<file path="src/rtl/sbg_pkg.sv">
package sbg_pkg;

  typedef enum logic [2:0] {
    OP_NOP  = 3'd0,
    OP_ACT  = 3'd1,
    OP_RD   = 3'd2,
    OP_WR   = 3'd3,
    OP_PRE  = 3'd4,
    OP_PREA = 3'd5,
    OP_REF  = 3'd6,
    OP_RSV  = 3'd7
  } sbg_op_e;

  // Round a nanosecond limit up to whole clock cycles.
  function automatic int unsigned ns_to_cyc(input int unsigned ns, input int unsigned per_ns);
    return (ns + per_ns - 1) / per_ns;
  endfunction

  function automatic int unsigned max2(input int unsigned a, input int unsigned b);
    return (a > b) ? a : b;
  endfunction

  // Counter width able to hold a load value of cycles-1.
  function automatic int unsigned cnt_width(input int unsigned max_cyc);
    return (max_cyc > 2) ? $clog2(max_cyc) : 1;
  endfunction

endpackage

</file>
<file path="src/rtl/sbg_down_timer.sv">
module sbg_down_timer #(
  parameter int W = 3
) (
  input  logic         clk,
  input  logic         rst_n,
  input  logic         load,
  input  logic [W-1:0] load_val,
  output logic         expired
);

  logic [W-1:0] cnt_q;

  always_ff @(posedge clk or negedge rst_n) begin
    if (!rst_n)              cnt_q <= '0;
    else if (load)           cnt_q <= load_val;
    else if (cnt_q != '0)    cnt_q <= cnt_q - 1'b1;
  end

  assign expired = (cnt_q == '0);

endmodule

</file>
<file path="src/rtl/sbg_bank_slice.sv">
module sbg_bank_slice #(
  parameter int W   = 3,
  parameter int RCD = 2,
  parameter int RAS = 5,
  parameter int RC  = 7,
  parameter int RP  = 2,
  parameter int WR  = 2,
  parameter int DAL = 5
) (
  input  logic clk,
  input  logic rst_n,
  input  logic act_hit,
  input  logic pre_hit,
  input  logic wr_hit,
  output logic open_q,
  output logic col_ok,
  output logic pre_ok,
  output logic act_ok,
  output logic ref_ok
);

  localparam logic [W-1:0] L_RCD = W'((RCD > 0) ? RCD - 1 : 0);
  localparam logic [W-1:0] L_RAS = W'((RAS > 0) ? RAS - 1 : 0);
  localparam logic [W-1:0] L_RC  = W'((RC  > 0) ? RC  - 1 : 0);
  localparam logic [W-1:0] L_RP  = W'((RP  > 0) ? RP  - 1 : 0);
  localparam logic [W-1:0] L_WR  = W'((WR  > 0) ? WR  - 1 : 0);
  localparam logic [W-1:0] L_DAL = W'((DAL > 0) ? DAL - 1 : 0);

  logic rcd_ok, ras_ok, rc_ok, rp_ok, wr_ok, dal_ok;
  logic close_ev;

  assign close_ev = pre_hit && open_q;

  sbg_down_timer #(.W(W)) u_rcd (.clk(clk), .rst_n(rst_n), .load(act_hit),  .load_val(L_RCD), .expired(rcd_ok));
  sbg_down_timer #(.W(W)) u_ras (.clk(clk), .rst_n(rst_n), .load(act_hit),  .load_val(L_RAS), .expired(ras_ok));
  sbg_down_timer #(.W(W)) u_rc  (.clk(clk), .rst_n(rst_n), .load(act_hit),  .load_val(L_RC),  .expired(rc_ok));
  sbg_down_timer #(.W(W)) u_rp  (.clk(clk), .rst_n(rst_n), .load(close_ev), .load_val(L_RP),  .expired(rp_ok));
  sbg_down_timer #(.W(W)) u_wr  (.clk(clk), .rst_n(rst_n), .load(wr_hit),   .load_val(L_WR),  .expired(wr_ok));
  sbg_down_timer #(.W(W)) u_dal (.clk(clk), .rst_n(rst_n), .load(wr_hit),   .load_val(L_DAL), .expired(dal_ok));

  always_ff @(posedge clk or negedge rst_n) begin
    if (!rst_n)       open_q <= 1'b0;
    else if (act_hit) open_q <= 1'b1;
    else if (pre_hit) open_q <= 1'b0;
  end

  assign col_ok = rcd_ok;
  assign pre_ok = ras_ok && wr_ok;
  assign act_ok = rp_ok && rc_ok && dal_ok;
  assign ref_ok = rp_ok && dal_ok;

  assert_open_set_R11: assert property (@(posedge clk) disable iff (!rst_n)
    act_hit |=> open_q);
  assert_open_clr_R11: assert property (@(posedge clk) disable iff (!rst_n)
    (pre_hit && !act_hit) |=> !open_q);

  if (RCD > 1) begin : g_chk_rcd
    assert_rcd_hold_R1: assert property (@(posedge clk) disable iff (!rst_n)
      act_hit |=> !col_ok);
  end
  if (RAS > 1) begin : g_chk_ras
    assert_ras_hold_R2: assert property (@(posedge clk) disable iff (!rst_n)
      act_hit |=> !pre_ok);
  end
  if (DAL > 1) begin : g_chk_dal
    assert_dal_hold_R7: assert property (@(posedge clk) disable iff (!rst_n)
      wr_hit |=> (!act_ok && !ref_ok));
  end

endmodule

</file>
<file path="src/rtl/sbg_read_pipe.sv">
module sbg_read_pipe #(
  parameter int CL_LO = 2,
  parameter int CL_HI = 3
) (
  input  logic clk,
  input  logic rst_n,
  input  logic rd_go,
  input  logic cl_hi,
  output logic rd_due
);

  logic [CL_HI-1:0] sh_q;

  always_ff @(posedge clk or negedge rst_n) begin
    if (!rst_n) sh_q <= '0;
    else        sh_q <= {sh_q[CL_HI-2:0], rd_go};
  end

  assign rd_due = cl_hi ? sh_q[CL_HI-1] : sh_q[CL_LO-1];

  assert_due_latency_R12: assert property (@(posedge clk) disable iff (!rst_n)
    rd_due |-> (cl_hi ? $past(rd_go, CL_HI) : $past(rd_go, CL_LO)));

endmodule

</file>
<file path="src/rtl/sdram_bank_guard.sv">
module sdram_bank_guard
  import sbg_pkg::*;
#(
  parameter int BA_W      = 2,
  parameter int CLK_NS    = 10,
  parameter int T_RCD_NS  = 20,
  parameter int T_RAS_NS  = 45,
  parameter int T_RC_NS   = 70,
  parameter int T_RP_NS   = 20,
  parameter int T_RRD_NS  = 16,
  parameter int T_RFC_NS  = 70,
  parameter int T_WR_CYC  = 2,
  parameter int T_DAL_CYC = 5,
  parameter int CL_LO     = 2,
  parameter int CL_HI     = 3
) (
  input  logic            clk,
  input  logic            rst_n,
  input  logic            cmd_valid,
  input  logic [2:0]      cmd_op,
  input  logic [BA_W-1:0] cmd_bank,
  input  logic            cmd_force,
  input  logic            cl_sel,
  input  logic            wr_last,
  input  logic [BA_W-1:0] wr_bank,
  output logic            cmd_ready,
  output logic            cmd_stall,
  output logic            timing_viol,
  output logic            proto_err,
  output logic [(1<<BA_W)-1:0] bank_open,
  output logic            rd_due
);

  localparam int BANKS  = 1 << BA_W;
  localparam int RCD_C  = ns_to_cyc(T_RCD_NS, CLK_NS);
  localparam int RAS_C  = ns_to_cyc(T_RAS_NS, CLK_NS);
  localparam int RC_C   = ns_to_cyc(T_RC_NS,  CLK_NS);
  localparam int RP_C   = ns_to_cyc(T_RP_NS,  CLK_NS);
  localparam int RRD_C  = ns_to_cyc(T_RRD_NS, CLK_NS);
  localparam int RFC_C  = ns_to_cyc(T_RFC_NS, CLK_NS);
  localparam int MAX_C  = max2(max2(max2(RCD_C, RAS_C), max2(RC_C, RP_C)),
                               max2(max2(RRD_C, RFC_C), max2(T_WR_CYC, T_DAL_CYC)));
  localparam int CW     = cnt_width(MAX_C);
  localparam logic [CW-1:0] L_RRD = CW'((RRD_C > 0) ? RRD_C - 1 : 0);
  localparam logic [CW-1:0] L_RFC = CW'((RFC_C > 0) ? RFC_C - 1 : 0);

  sbg_op_e op;
  assign op = sbg_op_e'(cmd_op);

  // Per-bank views brought out as named wires.
  logic [BANKS-1:0] open_v, col_ok_v, pre_ok_v, act_ok_v, ref_ok_v;
  logic [BANKS-1:0] wr_blk_v, act_hit_v, pre_hit_v;

  // Cross-bank state.
  logic rrd_ok, rfc_ok;

  // Decoded events.
  logic timing_ok, proto_bad, accept, apply;
  logic act_go, rd_go, ref_go, pre_go, prea_go;

  assign act_go  = apply && (op == OP_ACT);
  assign rd_go   = apply && (op == OP_RD);
  assign ref_go  = apply && (op == OP_REF);
  assign pre_go  = apply && (op == OP_PRE);
  assign prea_go = apply && (op == OP_PREA);

  for (genvar i = 0; i < BANKS; i++) begin : g_bank
    logic sel;
    assign sel          = (cmd_bank == BA_W'(i));
    assign act_hit_v[i] = act_go && sel;
    assign pre_hit_v[i] = (pre_go && sel) || prea_go;
    assign wr_blk_v[i]  = wr_last && (wr_bank == BA_W'(i));

    sbg_bank_slice #(
      .W(CW), .RCD(RCD_C), .RAS(RAS_C), .RC(RC_C), .RP(RP_C),
      .WR(T_WR_CYC), .DAL(T_DAL_CYC)
    ) u_slice (
      .clk    (clk),
      .rst_n  (rst_n),
      .act_hit(act_hit_v[i]),
      .pre_hit(pre_hit_v[i]),
      .wr_hit (wr_blk_v[i]),
      .open_q (open_v[i]),
      .col_ok (col_ok_v[i]),
      .pre_ok (pre_ok_v[i]),
      .act_ok (act_ok_v[i]),
      .ref_ok (ref_ok_v[i])
    );
  end

  sbg_down_timer #(.W(CW)) u_rrd (.clk(clk), .rst_n(rst_n), .load(act_go), .load_val(L_RRD), .expired(rrd_ok));
  sbg_down_timer #(.W(CW)) u_rfc (.clk(clk), .rst_n(rst_n), .load(ref_go), .load_val(L_RFC), .expired(rfc_ok));

  always_comb begin
    timing_ok = 1'b1;
    proto_bad = 1'b0;
    unique case (op)
      OP_ACT: begin
        timing_ok = act_ok_v[cmd_bank] && rrd_ok && rfc_ok;
        proto_bad = open_v[cmd_bank];
      end
      OP_RD, OP_WR: begin
        timing_ok = col_ok_v[cmd_bank];
        proto_bad = !open_v[cmd_bank];
      end
      OP_PRE:  timing_ok = pre_ok_v[cmd_bank] && !wr_blk_v[cmd_bank];
      OP_PREA: timing_ok = (&(pre_ok_v | ~open_v)) && !(|(wr_blk_v & open_v));
      OP_REF: begin
        timing_ok = (&ref_ok_v) && rfc_ok;
        proto_bad = |open_v;
      end
      default: timing_ok = 1'b1;
    endcase
  end

  assign cmd_ready = timing_ok;
  assign cmd_stall = cmd_valid && !timing_ok;
  assign accept    = cmd_valid && (timing_ok || cmd_force);
  assign apply     = accept && !proto_bad;

  always_ff @(posedge clk or negedge rst_n) begin
    if (!rst_n) begin
      timing_viol <= 1'b0;
      proto_err   <= 1'b0;
    end else begin
      timing_viol <= accept && !timing_ok;
      proto_err   <= accept && proto_bad;
    end
  end

  sbg_read_pipe #(.CL_LO(CL_LO), .CL_HI(CL_HI)) u_rpipe (
    .clk   (clk),
    .rst_n (rst_n),
    .rd_go (rd_go),
    .cl_hi (cl_sel),
    .rd_due(rd_due)
  );

  assign bank_open = open_v;

  assert_forced_flag_R9: assert property (@(posedge clk) disable iff (!rst_n)
    (cmd_valid && cmd_force && !cmd_ready) |=> timing_viol);
  assert_viol_source_R9: assert property (@(posedge clk) disable iff (!rst_n)
    timing_viol |-> $past(cmd_valid && cmd_force));
  assert_proto_source_R10: assert property (@(posedge clk) disable iff (!rst_n)
    proto_err |-> $past(cmd_valid));
  if (RRD_C > 1) begin : g_chk_rrd
    assert_rrd_hold_R4: assert property (@(posedge clk) disable iff (!rst_n)
      act_go |=> !rrd_ok);
  end
  if (RFC_C > 1) begin : g_chk_rfc
    assert_rfc_hold_R8: assert property (@(posedge clk) disable iff (!rst_n)
      ref_go |=> !rfc_ok);
  end

endmodule

</file>
<file path="config.mk">
export PLATFORM = sky130hd
export DESIGN_NAME = sdram_bank_guard
export DESIGN_NICKNAME = d
export VERILOG_FILES = /design/src/rtl/sbg_pkg.sv /design/src/rtl/sbg_down_timer.sv /design/src/rtl/sbg_bank_slice.sv /design/src/rtl/sbg_read_pipe.sv /design/src/rtl/sdram_bank_guard.sv
export SDC_FILE = /design/constraint.sdc
export NUM_CORES = 1
export LEC_CHECK = 0
export ABC_AREA = 1
export ABC_CLOCK_PERIOD_IN_PS = 2100
export BUFFER_PORTS_ARGS = -buffer_cell sky130_fd_sc_hd__buf_4
export CAP_MARGIN = 25
export CORE_ASPECT_RATIO = 0.7
export CORE_MARGIN = 5
export CORE_UTILIZATION = 55
export CTS_BUF_LIST = sky130_fd_sc_hd__clkbuf_4
export DETAILED_ROUTE_END_ITERATION = 8
export GPL_TIMING_DRIVEN = 0
export PLACE_DENSITY_LB_ADDON = 0.08
export SLEW_MARGIN = 20
export SYNTH_ARGS = -nofsm -noshare
export SYNTH_HDL_FRONTEND = slang
export SYNTH_SLANG_ARGS = --single-unit
</file>
<file path="constraint.sdc">
create_clock -name clk -period 2.1 [get_ports clk]
set_input_delay 0.105 -clock clk [delete_from_list [all_inputs] [get_ports clk]]
set_output_delay 0.105 -clock clk [all_outputs]
set_load 0.05 [all_outputs]
</file>
# Word-level counts from Yosys, hierarchy flattened
# Cells that the tools add are included.
[op_classes]
add_sub_neg = 26
n_lt_le_gt_ge = 1
eq_ne = 12
n_mux = 73
bitwise = 3
reduce_logical = 146
[ops]
columns = ["operator", "n"]
rows = [
  ["3-bit two-way mux", 52],
  ["3-bit logical NOT", 26],
  ["3-bit nonzero test", 26],
  ["3-bit by 1-bit subtractor with 3-bit output, second input constant", 26],
  ["2-bit nonzero test", 30],
  ["1-bit logical AND", 47],
  ["1-bit two-way mux", 14],
  ["1-bit binary-select mux with 2-bit select", 5],
  ["3-bit equality test, second input constant", 3],
  ["2-bit equality test, second input constant", 4],
  ["4-bit AND reduction", 2],
  ["4-bit OR reduction", 2],
  ["3-bit by 2-bit equality test with 1-bit output, second input constant", 2],
  ["1-bit logical NOT", 5],
  ["1-bit logical OR", 5],
  ["1-bit case mux with 5 select lines", 1],
  ["4-bit bitwise AND", 1],
  ["2-bit by 1-bit equality test with 1-bit output, second input constant", 2],
  ["2-bit logical NOT", 2],
  ["4-bit NOT", 1],
  ["4-bit bitwise OR", 1],
  ["3-bit by 1-bit equality test with 1-bit output, second input constant", 1],
  ["2-bit by 3-bit less-than comparator with 1-bit output, second input constant", 1],
  ["1-bit case mux with 3 select lines", 1],
  ["2-bit OR reduction", 1],
]
[totals]
reg_bits = 87
inputBits = 13
output_inout_bits = 9
elab_cells = 294

# Logic depth before layout (Yosys ltp)
[depth]
ltp_word = 16
mapped_depth = 17
ltp_nobuf = 16

# By module
# A second synthesis with hierarchy kept.
[hier_totals]
cells_unflattened = 1032
area_unflattened_um2 = 6438.7
[modules_own_cells]
columns = ["mod", "instances", "cells_per_inst", "area_per_inst_um2", "seq_area_each_um2"]
rows = [
  ["sbg_down_timer", 26, 32, 207.7, 75.1],
  ["sdram_bank_guard", 1, 133, 628.1, 50.0],
  ["sbg_bank_slice", 4, 15, 80.1, 25.0],
  ["sbg_read_pipe", 1, 7, 90.1, 75.1],
]

# Least setup slack after synthesis
# No wires, ideal clock.
[synth_path]
path_kind = "register to register"
from = "register g_bank[2].u_slice.u_wr.cnt_q[0]"
to = "register g_bank[0].u_slice.u_rp.cnt_q[1]"
setup_time_ns = 0.114
arrival_time_ns = 1.931
t_required_ns = 1.986
setup_slack_ns = 0.055
path_stages_with_launch = 18
n_path_buf = 1
synth_period_minus_slack_ns = 2.045
path_cell_list = "dfrtp_1 > inv_1 > ha_1 > ha_1 > clkbuf_1 > nand3_1 > nand2_1 > nand2_1 > nor2_1 > nand3_1 > nand2_1 > nor2_2 > nand3_2 > nand2_1 > nor2_4 > o2111ai_1 > nand2_1 > inv_1"
[synth_via]
elab_chain_cells = 14
word_cells_on_any_way = 19
cone_classes = "4 x mux; 1 x bitwise; 14 x reduce/logical"
[synth_rtl]
columns = ["item", "line_no", "source"]
rows = [
  ["from (decl)", "sbg_down_timer.sv:11", "logic [W-1:0] cnt_q;"],
  ["from (signal assigned)", "sbg_down_timer.sv:15", "else if (load) cnt_q <= load_val;"],
  ["from (signal assigned)", "sbg_down_timer.sv:16", "else if (cnt_q != '0) cnt_q <= cnt_q - 1'b1;"],
  ["3-bit logical NOT *", "sbg_down_timer.sv:19", "assign expired = (cnt_q == '0);"],
  ["1-bit logical AND *", "sbg_bank_slice.sv:48", "assign pre_ok = ras_ok && wr_ok;"],
  ["1-bit binary-select mux with 2-bit select / 4-bit bitwise OR (equally long branches)", "sdram_bank_guard.sv:106, sdram_bank_guard.sv:107", ""],
  ["1-bit two-way mux (implied by the code) / 4-bit AND reduction (equally long branches)", "sdram_bank_guard.sv:106, sdram_bank_guard.sv:107", ""],
  ["1-bit logical AND (on tied branches)", "sdram_bank_guard.sv:106, sdram_bank_guard.sv:107", ""],
  ["1-bit case mux with 5 select lines *", "sdram_bank_guard.sv:97", "unique case (op)"],
  ["1-bit logical OR *", "sdram_bank_guard.sv:118", "assign accept = cmd_valid && (timing_ok || cmd_force);"],
  ["1-bit logical AND *", "sdram_bank_guard.sv:118", ""],
  ["1-bit logical AND *", "sdram_bank_guard.sv:119", "assign apply = accept && !proto_bad;"],
  ["1-bit logical AND", "sdram_bank_guard.sv:64", "assign pre_go = apply && (op == OP_PRE);"],
  ["1-bit logical AND", "sdram_bank_guard.sv:71", "assign pre_hit_v[i] = (pre_go && sel) || prea_go;"],
  ["1-bit logical OR *", "sdram_bank_guard.sv:71", ""],
  ["1-bit logical AND *", "sbg_bank_slice.sv:32", "assign close_ev = pre_hit && open_q;"],
  ["3-bit two-way mux / 2-bit nonzero test (equally long branches)", "n/a", ""],
  ["to (signal assigned)", "sbg_down_timer.sv:15", ""],
  ["to (signal assigned)", "sbg_down_timer.sv:16", ""],
  ["to (decl)", "sbg_down_timer.sv:11", ""],
]
# Every way passes the cells marked *; elsewhere a longest branch is shown, timed or not. The select of a mux whose other input is x is not followed.
# A chain may end at the register's enable or synchronous reset.

# Worst setup path in the final report
[layout_path]
from = "register g_bank[1].u_slice.u_rp.cnt_q[0]"
to = "register g_bank[0].u_slice.u_ras.cnt_q[1]"
[layout_via]
elab_chain_cells = 14
word_cells_on_any_way = 18
cone_classes = "4 x mux; 14 x reduce/logical"
[layout_rtl]
columns = ["item", "line_no", "source"]
rows = [
  ["from (decl)", "sbg_down_timer.sv:11", ""],
  ["from (signal assigned)", "sbg_down_timer.sv:15", ""],
  ["from (signal assigned)", "sbg_down_timer.sv:16", ""],
  ["3-bit logical NOT *", "sbg_down_timer.sv:19", ""],
  ["1-bit logical AND (2 in series)", "sbg_bank_slice.sv:49", "assign act_ok = rp_ok && rc_ok && dal_ok;"],
  ["1-bit binary-select mux with 2-bit select", "sdram_bank_guard.sv:99", "timing_ok = act_ok_v[cmd_bank] && rrd_ok && rfc_ok;"],
  ["1-bit two-way mux (implied by the code)", "sdram_bank_guard.sv:99", ""],
  ["1-bit logical AND (2 in series)", "sdram_bank_guard.sv:99", ""],
  ["1-bit case mux with 5 select lines *", "sdram_bank_guard.sv:97", ""],
  ["1-bit logical OR *", "sdram_bank_guard.sv:118", ""],
  ["1-bit logical AND *", "sdram_bank_guard.sv:118", ""],
  ["1-bit logical AND *", "sdram_bank_guard.sv:119", ""],
  ["1-bit logical AND *", "sdram_bank_guard.sv:61", "assign act_go = apply && (op == OP_ACT);"],
  ["1-bit logical AND *", "sdram_bank_guard.sv:70", "assign act_hit_v[i] = act_go && sel;"],
  ["3-bit two-way mux / 2-bit nonzero test (equally long branches)", "n/a", ""],
  ["to (signal assigned)", "sbg_down_timer.sv:15", ""],
  ["to (signal assigned)", "sbg_down_timer.sv:16", ""],
  ["to (decl)", "sbg_down_timer.sv:11", ""],
]
# Marks and branches as above.

==> flow_summary_export.csv <==
group,metric,value,unit
clock_network,cts-root-buf,"clkbuf_4",
sta,hold-worst-slack,0.0780,ns
die,die-width,124,um
route,final_antenna_violating_net_count,0,
sta,final_hold_viols,0,
synth,yosys.area.top_type,"dfrtp_1",
sta,finalWorstPathRequiredPeriod,2.32,ns
run_status,run_status,"complete, but fails checks",
grt,number_of_global_route_vias_before_repair,4007,
sta,final.setup_skew,0.0215,ns
synth,yosys_warnings,0,
run,cap_viol_max_count,0,
die,effective_utilization_at_floorplan,0.560,
sta,final_min_period_over_clock_period,1.10,
clock_network,clockBufferDepth,2,
die,area_inside_the_core_boundary,9000,um2
synth,flops_latches_synth,87,
finish,number_of_fillers_in_the_final_layout,685,
place,input_output_buffers,20,
pwr,power.static_leakage,3.31,nW
route,detail_route.drc_violations,0,
finish,area_growth,29.3,%
clock_network,ctsHtreeMaxLevel,3,
worst_setup_path,cp_capture_type,"register",
synth,synth_top_flop_cell,"dfrtp_1",
die,fp.dieH,90.1,um
synth,synth.most_common_cell,"inv_1",
sta,fin_ws,-0.220,ns
worst_setup_path,cp-start-kind,"register",
route,dr.first_iter.drc_count,203,
die,rows,29,
synth,syn-num-nets,676,
finish,layout-drive-gt1-share,0.317,
route,wl,11.0,mm
synth,post_synth.cell_area_avg,8.25,um2
die,i_o_pin_total,22,
place,dp_hpwl,7.28,mm
synth,ys_async_rst_share,1.00,
place,gp_congestion,0.893,
synth,synth.top_cells.by_area,"dfrtp_1, ha_1, inv_1",
grt,grt_overflow,0,
synth,synth_enable_flop_cells,0,
finish,antenna_cells_inserted,0,
synth,gate_count_of_the_mapped_netlist,611,
pwr,pwr_density_cell,1420,nW/um2
run_status,failed_checks,"setup timing",
worst_setup_path,arrival,2.66,ns
sta,rsz0062_at_grt,"yes",
die,floorplan.die_area,11200,um2
sta,number_of_setup_violations_in_the_final_report,60,
route,post_drt_wl_per_cell,13.6,um
sta,achievable-frequency,431,MHz
grt,grt_max_degree,88,
worst_setup_path,critPathMaxFanout,6,
clock_network,clkSlewWorstSetupHoldPaths,0.14,ns
sta,slew_viol_final,0,
worst_setup_path,timing.critical_path.required,2.44,ns
pwr,irDropWorstVdd,0.000813,V
synth,synthTopCellsByCount,"inv_1, nand2_1, dfrtp_1",
grt,grtUsageTotal,0.196,
sta,worst_tran_pin_value,0.808,ns
finish,design.final.nets,751,
clock_network,cts.sink_count,87,
place,placedInstanceArea,5350,um2
grt,grt_antenna_before_repair,0,
synth,netlist-cell-type-count,34,
synth,sequential_cell_area_fraction_in_the_yosys_report,0.432,
clock_network,tritoncts,"built",
route,vias,4082,
route,firstDrtPassIters,6,
finish,final_area,6520,um2
sta,slew_headroom,0.461,
clock_network,worst_skew_late_latency,0.45,ns
worst_setup_path,criticalPathCategory,"register to register",
worst_hold_path,hp-class,"primary input to register",
synth,synth_area,5040,um2
route,via_per_inst,5.03,
clock_network,numCtsBuffers,9,
synth,yosys.area.top_type_share,0.432,
grt,grt_pass1_wl,18.2,mm
==> registers in the layout, indices dropped and copies added (netlist names) <==
signal / count
g_bank.u_slice.u_dal.cnt_q: 12
g_bank.u_slice.u_ras.cnt_q: 12
g_bank.u_slice.u_rc.cnt_q: 12
g_bank.u_slice.u_rcd.cnt_q: 12
g_bank.u_slice.u_rp.cnt_q: 12
g_bank.u_slice.u_wr.cnt_q: 12
g_bank.u_slice.open_q: 4
u_rfc.cnt_q: 3
u_rpipe.sh_q: 3
u_rrd.cnt_q: 3
proto_err: 1
timing_viol: 1
==> layer usage <==
metal  global-route usage  part of all wire  vias to the layer above
li1                     -                 -                     2065
met1                0.260              0.47                     1967
met2                0.325              0.50                       44
met3               0.0474             0.023                        6
met4               0.0520            0.0096                        0
met5                    0                 0                        -
==> worst paths after layout <==
| kind | depth (start not counted) | slack (ns) | from | endpoint |
|---|---|---|---|---|
| setup / recovery | 16 | -0.22 | g_bank[1].u_slice.u_rp.cnt_q[0]$_DFFE_PN0P_ | g_bank[0].u_slice.u_ras.cnt_q[1]$_DFFE_PN0P_ |
| hold / removal | 4 | 0.08 | cmd_bank[0] | g_bank[2].u_slice.open_q$_DFFE_PN0P_ |
| setup reg to reg | 16 | -0.22 | g_bank[1].u_slice.u_rp.cnt_q[0]$_DFFE_PN0P_ | g_bank[0].u_slice.u_ras.cnt_q[1]$_DFFE_PN0P_ |
| hold reg to reg | 0 | 0.36 | u_rpipe.sh_q[0]$_DFF_PN0_ | u_rpipe.sh_q[1]$_DFF_PN0_ |
| max in group asynchronous | 2 | 1.24 | rst_n | g_bank[0].u_slice.u_dal.cnt_q[0]$_DFFE_PN0P_ |
| min in group asynchronous | 2 | 0.28 | rst_n | g_bank[2].u_slice.u_rc.cnt_q[2]$_DFFE_PN0P_ |
==> per-stage QoR <==
step / total power [mW] / std cells / worst slack, ns / setup TNS (ns) / util
global placement: 6.46 / 755 / -0.355 / -13.36 / 0.594
CTS: 8.36 / 791 / -0.176 / -4.72 / 0.666
finish: 9.27 / 812 / -0.220 / -8.29 / 0.725
global route: 10.2 / 812 / -0.342 / -15.93 / 0.725
detailed placement: 6.78 / 755 / -0.434 / -16.33 / 0.595
floorplan: 5.92 / 611 / 0.0549 / 0 / -
==> critical path, stage by stage (launching register included) <==
cell      delay [ns]
dfrtp_1         0.42
inv_2           0.09
ha_4            0.14
ha_4            0.13
inv_2           0.05
nor2_4          0.11
nand2_2         0.06
nand2_2         0.06
nand3_2         0.08
o21bai_1        0.20
nand2_2         0.12
nand3_4         0.10
nand3_4         0.11
nor2_8          0.27
nand2_4         0.13
inv_4           0.11
nor2_1          0.05
==> repair_timing <==
action / CTS / global route
endpoints found under the setup margin: 60 / 61
buffers inserted: 19 / 21
hold endpoints to repair: 90 / 0
pin swaps: 24 / 38
hold buffers: 5 / 0
resized for setup: 85 / 105
==> layout make-up <==
cell class,count,area [um2],area share
clock buffers,10,75.1,0.0115
clock inverters,3,37.5,0.00576
repair buffers,65,536,0.0821
well taps,124,155,0.0238
flip-flops and latches,87,2180,0.334
multi-input cells,387,2980,0.457
inverters,131,527,0.0808
plain buffers,5,35.0,0.00537
==> layout by cell type, fill, tap and decap left out, types with 5 or more instances in the layout <==
master,n
dfrtp_1,87
nand2_4,6
inv_4,5
dlygate4sd3_1,5
a21oi_1,10
inv_1,104
nor2_1,43
o211ai_1,8
nand2_1,98
inv_2,19
xnor2_1,6
ha_2,6
nand3_2,8
nand3_4,6
nand3_1,13
o21ai_1,10
nand2_2,14
nor2_2,16
o21ai_0,37
a21oi_2,7
clkbuf_4,10
ha_4,19
o21ai_2,9
buf_4,58
ha_1,27
xor2_1,6
nor2_4,11
==> power by group <==
group | switching (mW) | internal [mW] | leakage [nW]
clock | 0.530 | 0.351 | 0.0633
combinational | 2.90 | 2.49 | 2.20
sequential | 0.474 | 2.52 | 1.04
total | 3.91 | 5.36 | 3.31
==> cells by family (layout without fill, tap and decap cells) <==
kind of cell	count (synthesis)	in the layout	synth area share
XOR/XNOR	12	12	0.0208
flip-flops	87	87	0.432
AND/OR/NAND/NOR	230	230	0.205
multiplexers	1	1	0.00223
AO/OA/AOI/OAI	92	92	0.106
buffers and inverters	137	214	0.105
adder cells (fa/ha/maj)	52	52	0.129
No activity file was read; power rests on OpenSTA's default activity.
